**src/rtl/sdwb_pkg.sv**
```systemverilog
package sdwb_pkg;
    localparam int AW    = 32;
    localparam int DW    = 32;
    localparam int BEW   = DW / 8;
    localparam int RID_W = 16;
    localparam int TAG_W = 8;
    localparam int BC_W  = 12;
    localparam int LA_W  = 7;
    localparam int LO_W  = 2;

    localparam logic [2:0] CPL_OK    = 3'b000;
    localparam logic [2:0] CPL_ABORT = 3'b100;

    typedef enum logic [2:0] {
        ST_IDLE,
        ST_RD_CMD,
        ST_RD_DATA,
        ST_CPL,
        ST_WR_CMD,
        ST_DRAIN
    } state_e;

    // Captured request; data holds write data, later the read data
    typedef struct packed {
        logic [AW-1:0]    addr;
        logic [BEW-1:0]   be;
        logic [RID_W-1:0] rid;
        logic [TAG_W-1:0] tag;
        logic [DW-1:0]    data;
        logic             abort;
    } req_t;
endpackage

```
**src/rtl/sdwb_addr_map.sv**
```systemverilog
module sdwb_addr_map
    import sdwb_pkg::*;
#(
    parameter int              APER_BITS  = 16,
    parameter logic [AW-1:0]   LOCAL_BASE = 32'h4000_0000
) (
    input  logic [AW-1:0] pcie_addr,
    output logic [AW-1:0] bus_addr
);
    localparam logic [AW-1:0] APER_MASK = {AW{1'b1}} >> (AW - APER_BITS);
    localparam logic [AW-1:0] DW_ALIGN  = ~AW'(BEW - 1);

    always_comb begin
        bus_addr = LOCAL_BASE + (pcie_addr & APER_MASK & DW_ALIGN);
    end
endmodule

```
**src/rtl/sdwb_be_decode.sv**
```systemverilog
module sdwb_be_decode
    import sdwb_pkg::*;
(
    input  logic [BEW-1:0]     be,
    input  logic [LA_W-3:0]    addr_dw,
    output logic [BC_W-1:0]    byte_count,
    output logic [LA_W-1:0]    lower_addr
);
    logic [LO_W-1:0] lo;

    always_comb begin
        casez (be)
            4'b1??1:                   byte_count = BC_W'(4);
            4'b01?1, 4'b1?10:          byte_count = BC_W'(3);
            4'b0011, 4'b0110, 4'b1100: byte_count = BC_W'(2);
            default:                   byte_count = BC_W'(1);
        endcase
        lo = '0;
        for (int i = BEW - 1; i >= 0; i--) begin
            if (be[i]) lo = LO_W'(i);
        end
        lower_addr = {addr_dw, lo};
    end
endmodule

```
**src/rtl/sdwb_ctrl.sv**
```systemverilog
module sdwb_ctrl
    import sdwb_pkg::*;
#(
    parameter int LEN_W = 10
) (
    input  logic             clk,
    input  logic             rst_n,
    input  logic             rx_valid,
    input  logic             rx_sop,
    input  logic             rx_is_write,
    input  logic [LEN_W-1:0] rx_len_dw,
    input  logic [AW-1:0]    rx_addr,
    input  logic [BEW-1:0]   rx_first_be,
    input  logic [RID_W-1:0] rx_req_id,
    input  logic [TAG_W-1:0] rx_tag,
    input  logic [DW-1:0]    rx_data,
    input  logic             tx_ready,
    input  logic             m_waitrequest,
    input  logic [DW-1:0]    m_readdata,
    input  logic             m_readdatavalid,
    output logic             rx_ready,
    output logic             tx_valid,
    output logic             m_read,
    output logic             m_write,
    output req_t             req
);
    typedef struct packed {
        state_e           st;
        req_t             r;
        logic [LEN_W-1:0] left;
    } ctl_t;

    ctl_t ctl_d, ctl_q;
    logic single;

    always_comb begin
        ctl_d  = ctl_q;
        single = (rx_len_dw == LEN_W'(1));
        case (ctl_q.st)
            ST_IDLE: begin
                if (rx_valid && rx_sop) begin
                    ctl_d.r.addr  = rx_addr;
                    ctl_d.r.be    = rx_first_be;
                    ctl_d.r.rid   = rx_req_id;
                    ctl_d.r.tag   = rx_tag;
                    ctl_d.r.data  = rx_data;
                    ctl_d.r.abort = !single;
                    ctl_d.left    = rx_len_dw - LEN_W'(1);
                    if (!rx_is_write) begin
                        ctl_d.st = single ? ST_RD_CMD : ST_CPL;
                    end else begin
                        ctl_d.st = single ? ST_WR_CMD : ST_DRAIN;
                    end
                end
            end
            ST_RD_CMD:  if (!m_waitrequest) ctl_d.st = ST_RD_DATA;
            ST_RD_DATA: begin
                if (m_readdatavalid) begin
                    ctl_d.r.data = m_readdata;
                    ctl_d.st     = ST_CPL;
                end
            end
            ST_CPL:     if (tx_ready) ctl_d.st = ST_IDLE;
            ST_WR_CMD:  if (!m_waitrequest) ctl_d.st = ST_IDLE;
            ST_DRAIN: begin
                if (rx_valid) begin
                    ctl_d.left = ctl_q.left - LEN_W'(1);
                    if (ctl_q.left == LEN_W'(1)) ctl_d.st = ST_IDLE;
                end
            end
            default:    ctl_d.st = ST_IDLE;
        endcase
    end

    always_ff @(posedge clk or negedge rst_n) begin
        if (!rst_n) begin
            ctl_q    <= '0;
            ctl_q.st <= ST_IDLE;
        end else begin
            ctl_q <= ctl_d;
        end
    end

    assign rx_ready = (ctl_q.st == ST_IDLE) || (ctl_q.st == ST_DRAIN);
    assign tx_valid = (ctl_q.st == ST_CPL);
    assign m_read   = (ctl_q.st == ST_RD_CMD);
    assign m_write  = (ctl_q.st == ST_WR_CMD);
    assign req      = ctl_q.r;
endmodule

```
**src/rtl/sdw_completer_bridge.sv**
```systemverilog
module sdw_completer_bridge
    import sdwb_pkg::*;
#(
    parameter int            LEN_W      = 10,
    parameter int            APER_BITS  = 16,
    parameter logic [31:0]   LOCAL_BASE = 32'h4000_0000
) (
    input  logic             clk,
    input  logic             rst_n,
    input  logic             rx_valid,
    output logic             rx_ready,
    input  logic             rx_sop,
    input  logic             rx_is_write,
    input  logic [LEN_W-1:0] rx_len_dw,
    input  logic [31:0]      rx_addr,
    input  logic [3:0]       rx_first_be,
    input  logic [15:0]      rx_req_id,
    input  logic [7:0]       rx_tag,
    input  logic [31:0]      rx_data,
    output logic             tx_valid,
    input  logic             tx_ready,
    output logic [2:0]       tx_status,
    output logic             tx_has_data,
    output logic [15:0]      tx_req_id,
    output logic [7:0]       tx_tag,
    output logic [11:0]      tx_byte_count,
    output logic [6:0]       tx_lower_addr,
    output logic [31:0]      tx_data,
    output logic [31:0]      m_address,
    output logic [3:0]       m_byteenable,
    output logic             m_read,
    output logic             m_write,
    output logic [31:0]      m_writedata,
    input  logic             m_waitrequest,
    input  logic [31:0]      m_readdata,
    input  logic             m_readdatavalid
);
    req_t req;

    sdwb_ctrl #(.LEN_W(LEN_W)) u_ctrl (
        .clk             (clk),
        .rst_n           (rst_n),
        .rx_valid        (rx_valid),
        .rx_sop          (rx_sop),
        .rx_is_write     (rx_is_write),
        .rx_len_dw       (rx_len_dw),
        .rx_addr         (rx_addr),
        .rx_first_be     (rx_first_be),
        .rx_req_id       (rx_req_id),
        .rx_tag          (rx_tag),
        .rx_data         (rx_data),
        .tx_ready        (tx_ready),
        .m_waitrequest   (m_waitrequest),
        .m_readdata      (m_readdata),
        .m_readdatavalid (m_readdatavalid),
        .rx_ready        (rx_ready),
        .tx_valid        (tx_valid),
        .m_read          (m_read),
        .m_write         (m_write),
        .req             (req)
    );

    sdwb_addr_map #(.APER_BITS(APER_BITS), .LOCAL_BASE(LOCAL_BASE)) u_map (
        .pcie_addr (req.addr),
        .bus_addr  (m_address)
    );

    sdwb_be_decode u_bed (
        .be         (req.be),
        .addr_dw    (req.addr[LA_W-1:2]),
        .byte_count (tx_byte_count),
        .lower_addr (tx_lower_addr)
    );

    assign m_byteenable = req.be;
    assign m_writedata  = req.data;
    assign tx_status    = req.abort ? CPL_ABORT : CPL_OK;
    assign tx_has_data  = !req.abort;
    assign tx_req_id    = req.rid;
    assign tx_tag       = req.tag;
    assign tx_data      = req.data;
endmodule

```
**config.mk**
```make
export PLATFORM = sky130hd
export DESIGN_NAME = sdw_completer_bridge
export DESIGN_NICKNAME = d
export VERILOG_FILES = /design/src/rtl/sdwb_pkg.sv /design/src/rtl/sdwb_addr_map.sv /design/src/rtl/sdwb_be_decode.sv /design/src/rtl/sdwb_ctrl.sv /design/src/rtl/sdw_completer_bridge.sv
export SDC_FILE = /design/constraint.sdc
export NUM_CORES = 1
export LEC_CHECK = 0
export ABC_AREA = 1
export BUFFER_PORTS_ARGS = -buffer_cell sky130_fd_sc_hd__buf_2
export CORE_MARGIN = 2
export CORE_UTILIZATION = 46
export DETAILED_ROUTE_END_ITERATION = 12
export GPL_TIMING_DRIVEN = 0
export PLACE_DENSITY = 0.91
export SLEW_MARGIN = 20
export SYNTH_ARGS = -nofsm -noshare
export SYNTH_HDL_FRONTEND = slang
export SYNTH_SLANG_ARGS = --single-unit
```
**constraint.sdc**
```tcl
create_clock -name clk -period 2.2 [get_ports clk]
set_clock_uncertainty 0.2 [all_clocks]
set_input_delay 0 -clock clk [delete_from_list [all_inputs] [get_ports clk]]
set_output_delay 0 -clock clk [all_outputs]
set_load 0.05 [all_outputs]
```
==> results.toml <==
[worst_setup_path]
arrival_ns = 2.10
crit_type = "flop to flop"
path_delay_family = "buffers and inverters"
crit_slowest_cell = "dlygate4sd3_1"
cp_num_buf_inv = 2
cp_max_fo = 6
cp-start-kind = "flop"
cpPeakStageDelay_ns = 0.56
timing.critical_path.cells = "inv_2, nor3_4, nand2_1, nand3_1, dlygate4sd3_1, nor2_1, nand3_1, nand2_1"
endpoint_kind = "flop"
worstPathRequired_ns = 2.23

[yosys]
ys_warn_count = 0
synth_top_family_by_area = "simple AND/OR/NAND/NOR gates"
synth_enable_flop_cells = 0
synth-compound-area-share = 0.08269
synthAdderAreaFrac = 0.008820
synthSimpleGateAreaFrac = 0.2567
synth_cell_types = 27
synth-xor-area-share = 0.007718
synth_area_mm2 = 0.005674
synthMuxAreaShare = 0
syn_area_per_cell_um2 = 7.137
ys.flop_type = "dfrtp_1"
syn_inst = 795
async_flop_share = 1.000
yosysSeqAreaShare = 0.3881
synth_seq_cells = 88

[sta]
finalSetupViolCount = 0
timing.final.hold_violations = 0
tns_ns = 0
fin_crit_ns = 2.070
layout_setup_ws_ns = 0.1300
rsz0062_at_grt = "false"
max_slew_margin = 0.6373
tightest_slew_ns = 0.5441
period_share = 0.9409
fmax_ghz = 0.4831
holdWs_ns = 0.02297
drv_slew = 0

[cells_and_area]
layout-drive-gt1-share = 0.3603
stdcell_count = 1358
final_cell_area_mm2 = 0.008817
syn2layout_area_growth_pct = 55.39
final_common_cell = "nand2_1"
nNetsFinal = 1351
mostFrequentLayoutCells = "299 x nand2_1, 256 x buf_2, 145 x buf_4"

[floorplan]
core_area_mm2 = 0.01201
die_h_um = 115.1
die_width_um = 115.1
dieArea_mm2 = 0.01324
io_pins = 293
start_util = 0.4724
rows = 40

[detailed_routing]
drc = 0
first_pass_iters = 5
routed_wl_um = 21210
via_count = 6740
final_antenna_net_count = 0
drt_iter0_drc = 630
via_per_inst = 4.963
wl_per_cell_um = 15.62

[global_routing]
grt_max_degree = 51
grt_pass1_wl_um = 32930
global_route.overflow_total = 0
track_usage = 0.3170
antenna_found_initial = 0
grt_pass1_vias = 6692

[power_and_ir_drop]
ir_drop_mv = 1.117
powerDensity_mw_per_mm2 = 1469
cellLeakagePower_nw = 5.017

[placement]
hpwl_um = 11970
dpl_worst_slack_ns = 0.09102
placed_cell_area_mm2 = 0.007226
place.gp.congestion = 0.8744
portBuffers = 245
dp.cells = 1215

[clock_network]
cts_buffers = 9
cts_root_buf = "clkbuf_16"
clock_latency_ns = 0.34
clockBufferDepth = 2
cts_tree = "done"
ctsHtreeMaxLevel = 3
clkSinkCount = 88
path_clk_slew_ns = 0.07

[run_status]
status = "completed"

[run]
max_cap_viol_count = 0

[worst_hold_path]
hp-class = "input port to flop"
## synthesized netlist by cell type (2+ instances only)
master,n,area [um2]
nand2_1,300,1126
buf_4,142,1066
dfrtp_1,88,2202
inv_1,65,244.0
o21ai_0,51,255.2
nor2_1,34,127.6
o21ai_1,30,150.1
nand3_1,19,95.09
buf_2,15,75.07
clkbuf_1,12,45.04
nor3_1,7,35.03
ha_1,4,50.05
o22ai_1,4,25.02
a21oi_1,3,15.01
inv_2,3,11.26
nand4_1,3,18.77
xor2_1,3,26.28
conb_1,2,7.510
xnor2_1,2,17.52
## path summary, 6_finish.rpt
path / startpoint / endpoint / slack, ns / cells past startpoint
min in group asynchronous: rst_n / u_ctrl.req[40] / 0.55 / 3
hold / removal: rx_len_dw[1] / u_ctrl.ctl_q[5] / 0.02 / 8
setup / recovery: u_ctrl.ctl_q[104] / u_ctrl.ctl_q[103] / 0.13 / 8
max in group asynchronous: rst_n / u_ctrl.req[68] / 0.24 / 4
hold reg to reg: u_ctrl.req[51] / u_ctrl.req[51] / 0.28 / 2
setup reg to reg: u_ctrl.ctl_q[104] / u_ctrl.ctl_q[103] / 0.13 / 8
## per-stage QoR
stage               power, mW  utilization
detailed placement      10.80       0.6016
global route            13.60       0.7339
finish                  12.95       0.7341
global placement        10.63       0.5991
floorplan               9.127            -
CTS                     12.60       0.7308
## sequential cells by signal, summed over array words and instances, names as in the netlist
name / flops
u_ctrl.ctl_q: 13
u_ctrl.req: 75
## metal layers
layer  up-vias  track usage  part of all wire
li1       3095            -                 -
met1      3127       0.3426              0.36
met2       432       0.5573              0.51
met3        86      0.09120             0.089
met4         0       0.1767             0.041
met5         -            0                 0
## worst min-delay path, stage by stage
cell,delay (ns)
buf_2,0.09
nor2_1,0.05
nand3_1,0.10
nand2_1,0.05
nand2_1,0.08
o21ai_0,0.07
nand2_1,0.05
nand2_1,0.04
## area by class of cell
type                       instances  area (um2)
sequential                        88        2203
tap                              147       183.9
fill                             779        3194
timing repair buffer             372        2515
antenna                            1       2.502
clock inverter                     7       76.32
clock buffer                       9       225.2
buffer                           169        1196
inverter                          69       259.0
multi-input combinational        496        2156
## where the power goes
group / leakage, nW / switching [mW] / internal, mW
Sequential: 1.13 / 0.544 / 2.26
Combinational: 3.74 / 5.92 / 2.65
Clock: 0.143 / 0.689 / 0.891
## cell families after synthesis
group | count (synthesis)
AO/OA/AOI/OAI | 90
XOR/XNOR | 5
adder cells (fa/ha/maj) | 4
buffers and inverters | 238
flip-flops | 88
other | 2
AND/OR/NAND/NOR | 368
## timing repair
| action | 4_1_cts | 5_1_grt |
|---|---|---|
| hold buffers | 125 | 0 |
| endpoints found under the setup margin | 0 | 51 |
| setup buffers | 0 | 1 |
| endpoints found under the hold margin | 175 | 0 |
| resized for setup | 0 | 13 |
(Power assumes the default switching activity.)
